`src/rtl/sfsm_pkg.sv`:
```
package sfsm_pkg;

  typedef enum logic [1:0] {
    ST_IDLE   = 2'd0,
    ST_ACTIVE = 2'd1,
    ST_DONE   = 2'd2
  } sfsm_st_e;

  // one-hot codes: idle 100, active 010, done 001
  function automatic logic [2:0] oh_encode(sfsm_st_e s);
    case (s)
      ST_ACTIVE: oh_encode = 3'b010;
      ST_DONE:   oh_encode = 3'b001;
      default:   oh_encode = 3'b100;
    endcase
  endfunction

  // compact codes: idle 00, active 10, done 01
  function automatic logic [1:0] bin_encode(sfsm_st_e s);
    case (s)
      ST_ACTIVE: bin_encode = 2'b10;
      ST_DONE:   bin_encode = 2'b01;
      default:   bin_encode = 2'b00;
    endcase
  endfunction

  // exactly one bit of three set: odd parity and not all three
  function automatic logic oh_is_legal(logic [2:0] c);
    oh_is_legal = (c[0] ^ c[1] ^ c[2]) & ~(c[0] & c[1] & c[2]);
  endfunction

  function automatic logic bin_is_legal(logic [1:0] c);
    bin_is_legal = ~(c[1] & c[0]);
  endfunction

  function automatic sfsm_st_e step_state(sfsm_st_e s, logic start, logic finish);
    case (s)
      ST_IDLE:   step_state = start  ? ST_ACTIVE : ST_IDLE;
      ST_ACTIVE: step_state = finish ? ST_DONE   : ST_ACTIVE;
      default:   step_state = ST_IDLE;
    endcase
  endfunction

endpackage

```
`src/rtl/sfsm_codec.sv`:
```
module sfsm_codec
  import sfsm_pkg::*;
#(
  parameter bit ONE_HOT = 1'b0,
  parameter int SW      = ONE_HOT ? 3 : 2
) (
  input  logic [SW-1:0] code,
  input  sfsm_st_e      nxt_st,
  output logic          legal,
  output sfsm_st_e      cur_st,
  output logic [SW-1:0] nxt_code,
  output logic [SW-1:0] idle_code
);

  generate
    if (ONE_HOT) begin : g_onehot
      assign legal     = oh_is_legal(code);
      assign cur_st    = code[1] ? ST_ACTIVE : (code[0] ? ST_DONE : ST_IDLE);
      assign nxt_code  = oh_encode(nxt_st);
      assign idle_code = oh_encode(ST_IDLE);
    end else begin : g_compact
      assign legal     = bin_is_legal(code);
      assign cur_st    = code[1] ? ST_ACTIVE : (code[0] ? ST_DONE : ST_IDLE);
      assign nxt_code  = bin_encode(nxt_st);
      assign idle_code = bin_encode(ST_IDLE);
    end
  endgenerate

endmodule

```
`src/rtl/sfsm_sat_counter.sv`:
```
module sfsm_sat_counter #(
  parameter int W = 8
) (
  input  logic         clk,
  input  logic         rst_n,
  input  logic         inc,
  output logic [W-1:0] count
);

  localparam logic [W-1:0] MAXV = {W{1'b1}};

  function automatic logic [W-1:0] sat_add(logic [W-1:0] v);
    sat_add = (v == MAXV) ? v : v + 1'b1;
  endfunction

  always_ff @(posedge clk) begin
    if (!rst_n)   count <= '0;
    else if (inc) count <= sat_add(count);
  end

  p_hold_at_max_r8: assert property (@(posedge clk) disable iff (!rst_n)
    (count == MAXV) |=> (count == MAXV));

  p_step_by_one_r8: assert property (@(posedge clk) disable iff (!rst_n)
    (inc && count != MAXV) |=> (count == $past(count) + 1'b1));

  p_idle_no_change_r10: assert property (@(posedge clk) disable iff (!rst_n)
    !inc |=> $stable(count));

endmodule

```
`src/rtl/recovering_fsm.sv`:
```
module recovering_fsm
  import sfsm_pkg::*;
#(
  parameter bit ONE_HOT = 1'b0,
  parameter int CNT_W   = 8
) (
  input  logic             clk,
  input  logic             rst_n,
  input  logic             start_i,
  input  logic             finish_i,
  input  logic             inject_en,
  input  logic [2:0]       inject_value,
  output logic [2:0]       state_o,
  output logic             recover_o,
  output logic [CNT_W-1:0] recover_count
);

  localparam int SW = ONE_HOT ? 3 : 2;

  logic [SW-1:0] state_q;
  logic [SW-1:0] nxt_code;
  logic [SW-1:0] idle_code;
  logic [SW-1:0] inj_code;
  logic          code_legal;
  logic          recover_evt;
  logic          recover_q;
  sfsm_st_e      cur_st;
  sfsm_st_e      nxt_st;

  sfsm_codec #(.ONE_HOT(ONE_HOT), .SW(SW)) u_codec (
    .code      (state_q),
    .nxt_st    (nxt_st),
    .legal     (code_legal),
    .cur_st    (cur_st),
    .nxt_code  (nxt_code),
    .idle_code (idle_code)
  );

  assign nxt_st      = step_state(cur_st, start_i, finish_i);
  assign recover_evt = ~inject_en & ~code_legal;

  generate
    if (ONE_HOT) begin : g_out3
      assign inj_code = inject_value;
      assign state_o  = state_q;
    end else begin : g_out2
      logic unused_inj_hi;
      assign unused_inj_hi = inject_value[2];
      assign inj_code      = inject_value[1:0];
      assign state_o       = {1'b0, state_q};
    end
  endgenerate

  always_ff @(posedge clk) begin
    if (!rst_n) begin
      state_q   <= idle_code;
      recover_q <= 1'b0;
    end else begin
      recover_q <= recover_evt;
      if (inject_en)        state_q <= inj_code;
      else if (!code_legal) state_q <= idle_code;
      else                  state_q <= nxt_code;
    end
  end

  assign recover_o = recover_q;

  sfsm_sat_counter #(.W(CNT_W)) u_cnt (
    .clk   (clk),
    .rst_n (rst_n),
    .inc   (recover_evt),
    .count (recover_count)
  );

  p_bad_code_to_idle_r5: assert property (@(posedge clk) disable iff (!rst_n)
    (!inject_en && !code_legal) |=> (state_q == idle_code && recover_o));

  p_legal_stays_legal_r2: assert property (@(posedge clk) disable iff (!rst_n)
    (!inject_en && code_legal) |=> code_legal);

  p_done_one_cycle_r4: assert property (@(posedge clk) disable iff (!rst_n)
    (!inject_en && code_legal && cur_st == ST_DONE) |=> (state_q == idle_code));

  p_inject_wins_r9: assert property (@(posedge clk) disable iff (!rst_n)
    inject_en |=> (state_q == $past(inj_code) && !recover_o));

  p_flag_single_r7: assert property (@(posedge clk) disable iff (!rst_n)
    recover_o |=> !recover_o);

endmodule

```
`config.mk`:
```
export PLATFORM = sky130hd
export DESIGN_NAME = recovering_fsm
export DESIGN_NICKNAME = d
export VERILOG_FILES = /design/src/rtl/sfsm_pkg.sv /design/src/rtl/sfsm_codec.sv /design/src/rtl/sfsm_sat_counter.sv /design/src/rtl/recovering_fsm.sv
export SDC_FILE = /design/constraint.sdc
export NUM_CORES = 1
export LEC_CHECK = 0
export CAP_MARGIN = 20
export CORE_AREA = 4 4 41 43
export CTS_BUF_LIST = sky130_fd_sc_hd__clkbuf_8
export DETAILED_ROUTE_END_ITERATION = 8
export DIE_AREA = 0 0 45 47
export GPL_ROUTABILITY_DRIVEN = 0
export PLACE_DENSITY = 0.81
export SETUP_SLACK_MARGIN = 0.05
export SLEW_MARGIN = 0
export SYNTH_ARGS = -nofsm -noshare
export SYNTH_HDL_FRONTEND = slang
export SYNTH_SLANG_ARGS = --single-unit
```
`constraint.sdc`:
```
create_clock -name clk -period 1.75 [get_ports clk]
set_clock_uncertainty 0.05 [all_clocks]
set_input_delay 0.35 -clock clk [delete_from_list [all_inputs] [get_ports clk]]
set_output_delay 0.35 -clock clk [all_outputs]
set_load 0.02 [all_outputs]
```
==> flow_summary.toml <==
[synthesis]
yosysUniqueCellTypes = 29
synthFlopType = "dfxtp_1"
synthesis.area_um2 = 532
ys_seq_area_share_pct = 41.4
ys_ff_latch = 11
async_reset_ff_share_pct = 0
synth_nets = 62
yosysWarnings = 0
synth_cells = 53
synth_edf_count = 0
synthTopCellsByArea = "dfxtp_1, xnor2_1, o31ai_1"
yosysTopAreaCell = "dfxtp_1"
synth_top_area_share_pct = 41.4
synth_area_per_cell_um2 = 10.0

[floorplanning]
die_area_um2 = 2120
start_util_pct = 40.9
rows = 13
die_height_um = 47
dieWidth_um = 45
core_um2 = 1300
io_pins = 20

[worst_setup_path]
worst-setup-path-type = "register to output pin"
timing.rr.start = "u_cnt.count[0]"
cp.required_ps = 1350
crit_path_max_fanout = 4
cp_top_family = "buffers and inverters"
cp-startpoint = "state_q[1]"
crit_slowest_cell = "clkdlybuf4s50_1"
cp-start-kind = "register"
arrival_ps = 1250
cp_slowest_stage_delay_ps = 630
cp-end-kind = "output pin"
crit_buf_inv = 1
path_cells = "clkdlybuf4s50_1"

[sta]
post-route-period-util_pct = 94.4
holdWs_ps = 474
rsz0062_at_grt = "false"
hold_violations = 0
clock.fmax_mhz = 605
fin_ws_ps = 97.4
slew_violations = 0
setup_viol = 0
min_period_ps = 1650

[final_layout]
stdcell_area_um2 = 798
n_fill_cell = 117
drive_above_1_share_pct = 18.2
utilization_pct = 61.3
diodes = 0
synthToLayoutAreaGrowth_pct = 50.1
layout.nets = 87

[power_and_ir_drop]
power_frac_seq_pct = 46.1
p_int_uw = 437
vdd_drop_max_uv = 675
switching_share_pct = 21.6
clockPowerShare_pct = 45.9
p_leak_uw = 0.000368
power_switching_uw = 120
p_per_area_nw_per_um2 = 699
combPwrFrac_pct = 8.0
power_uw = 558

[routing]
wire_per_inst_um = 13.1
drc = 0
routed_wl_mm = 1.21
via_per_inst = 5.07
dr.pass1.iters = 4
drt_iter0_drc = 12
postRouteAntennaNets = 0
vias = 466

[hold_path]
hold_class = "register to register"
min_from = "u_cnt.count[7]"

[clock_tree]
tritoncts = "yes"
clk-insertion-delay-late_ps = 240
cts_max_level = 1
cts_buffers = 3
cts.sinks = 11
clk_transition_reported_paths_ps = 50
clock-root-buffer = "clkbuf_8"
postCtsSetupRepairBufs = 0
cts_buffer_depth = 2

[placed_design]
dp_hpwl_um = 839
post_dp_cell_area_um2 = 747
io_buffers = 17
post-place-ws_ps = -116

[global_routing]
track_usage_pct = 13.6
grt_pass1_vias = 449
grt_max_degree = 13
antenna_found_initial = 0
grt_overflow = 0
grt_pass1_wl_mm = 2.01

[run_status]
status = "complete, no violations"

[job]
cap_violations = 0
-- synth_stat cells (2+ instances only) --
cell and number:
dfxtp_1 11, and2_1 3, nor2b_1 3, o31ai_1 3
xnor2_1 3, a21boi_1 2, mux2i_1 2, nand2_1 2
o211ai_1 2, o21a_1 2, or4_1 2
-- worst reg2reg max path, stage by stage, from the launching register on --
cell,delay (ps)
dfxtp_1,340
ha_1,240
nand3_2,120
o21ai_4,80
or4_1,490
a21boi_1,150
-- metrics by stage --
| stage | instances | TNS, ps |
|---|---|---|
| final | 92 | 0 |
| after global routing | 92 | 0 |
| after CTS | 92 | 0 |
| after detailed placement | 88 | -219 |
| after global placement | 88 | -131 |
| after floorplan | 53 | 0 |
-- cell type report --
| type | instances | area [um^2] | area share (%) |
|---|---|---|---|
| multi-input cells | 39 | 297 | 37.1 |
| flip-flops and latches | 11 | 220 | 27.6 |
| repair buffers | 22 | 213 | 26.6 |
| clock buffers | 3 | 41.3 | 5.17 |
| well taps | 15 | 18.8 | 2.35 |
| clock inverters | 1 | 5.00 | 0.627 |
| inverters | 1 | 3.75 | 0.470 |
-- final timing paths --
| check | endpoint | slack (ps) | depth (start not counted) |
|---|---|---|---|
| setup / recovery | state_o[1] | 100 | 1 |
| hold / removal | u_cnt.count[7] | 470 | 2 |
| setup reg to reg | u_cnt.count[5] | 220 | 5 |
| hold reg to reg | u_cnt.count[7] | 470 | 2 |
-- cell usage in the layout, fill, tap and decap left out, types with 2 or more instances in the layout --
master / Yosys / layout
o211ai_1: 2 / 2
dlygate4sd2_1: 0 / 2
dlymetal6s2s_1: 0 / 3
and2_1: 3 / 3
clkdlybuf4s50_1: 0 / 12
nor2b_1: 3 / 3
a21boi_1: 2 / 2
or4_1: 2 / 2
clkbuf_8: 0 / 3
nand2_1: 2 / 2
o21a_1: 2 / 2
mux2i_1: 2 / 2
buf_4: 1 / 5
o31ai_1: 3 / 3
xnor2_1: 3 / 3
dfxtp_1: 11 / 11
-- state kept, by name (all words and copies together), names as in the netlist --
signal       flops
recover_o        1
state_q          2
u_cnt.count      8
-- cell families after synthesis --
group | after synthesis | share of synthesized area (%)
other | 1 | 0.705
multiplexers | 2 | 3.76
AO/OA/AOI/OAI | 12 | 18.8
flip-flops | 11 | 41.4
buffers and inverters | 3 | 2.82
AND/OR/NAND/NOR | 20 | 25.2
adder cells (fa/ha/maj) | 1 | 2.35
XOR/XNOR | 3 | 4.94
-- power groups by stage --
stage | Combinational (uW) | Clock (uW) | Sequential, uW
5_1_grt | 48.4 | 273 | 257
6_report | 44.6 | 256 | 257
2_1_floorplan | 16.7 | 0 | 266
4_1_cts | 44.9 | 260 | 257
3_3_place_gp | 44.2 | 0 | 262
3_5_place_dp | 44.7 | 0 | 263
-- layer usage --
metal  GRT usage, %  vias to the layer above  wire [um]
met5              0                        -          0
met4           5.26                        0         10
met3           6.51                        2         90
met2           22.3                       13        598
met1           15.2                      209        509
li1               -                      242          -
-- timing repair --
item                                    4_1_cts  5_1_grt
hold buffers                                  0        0
pin swaps                                     0        0
endpoints found under the setup margin        2        3
resized for setup                             2        3
Note: power is estimated with default switching activity, not from simulation.
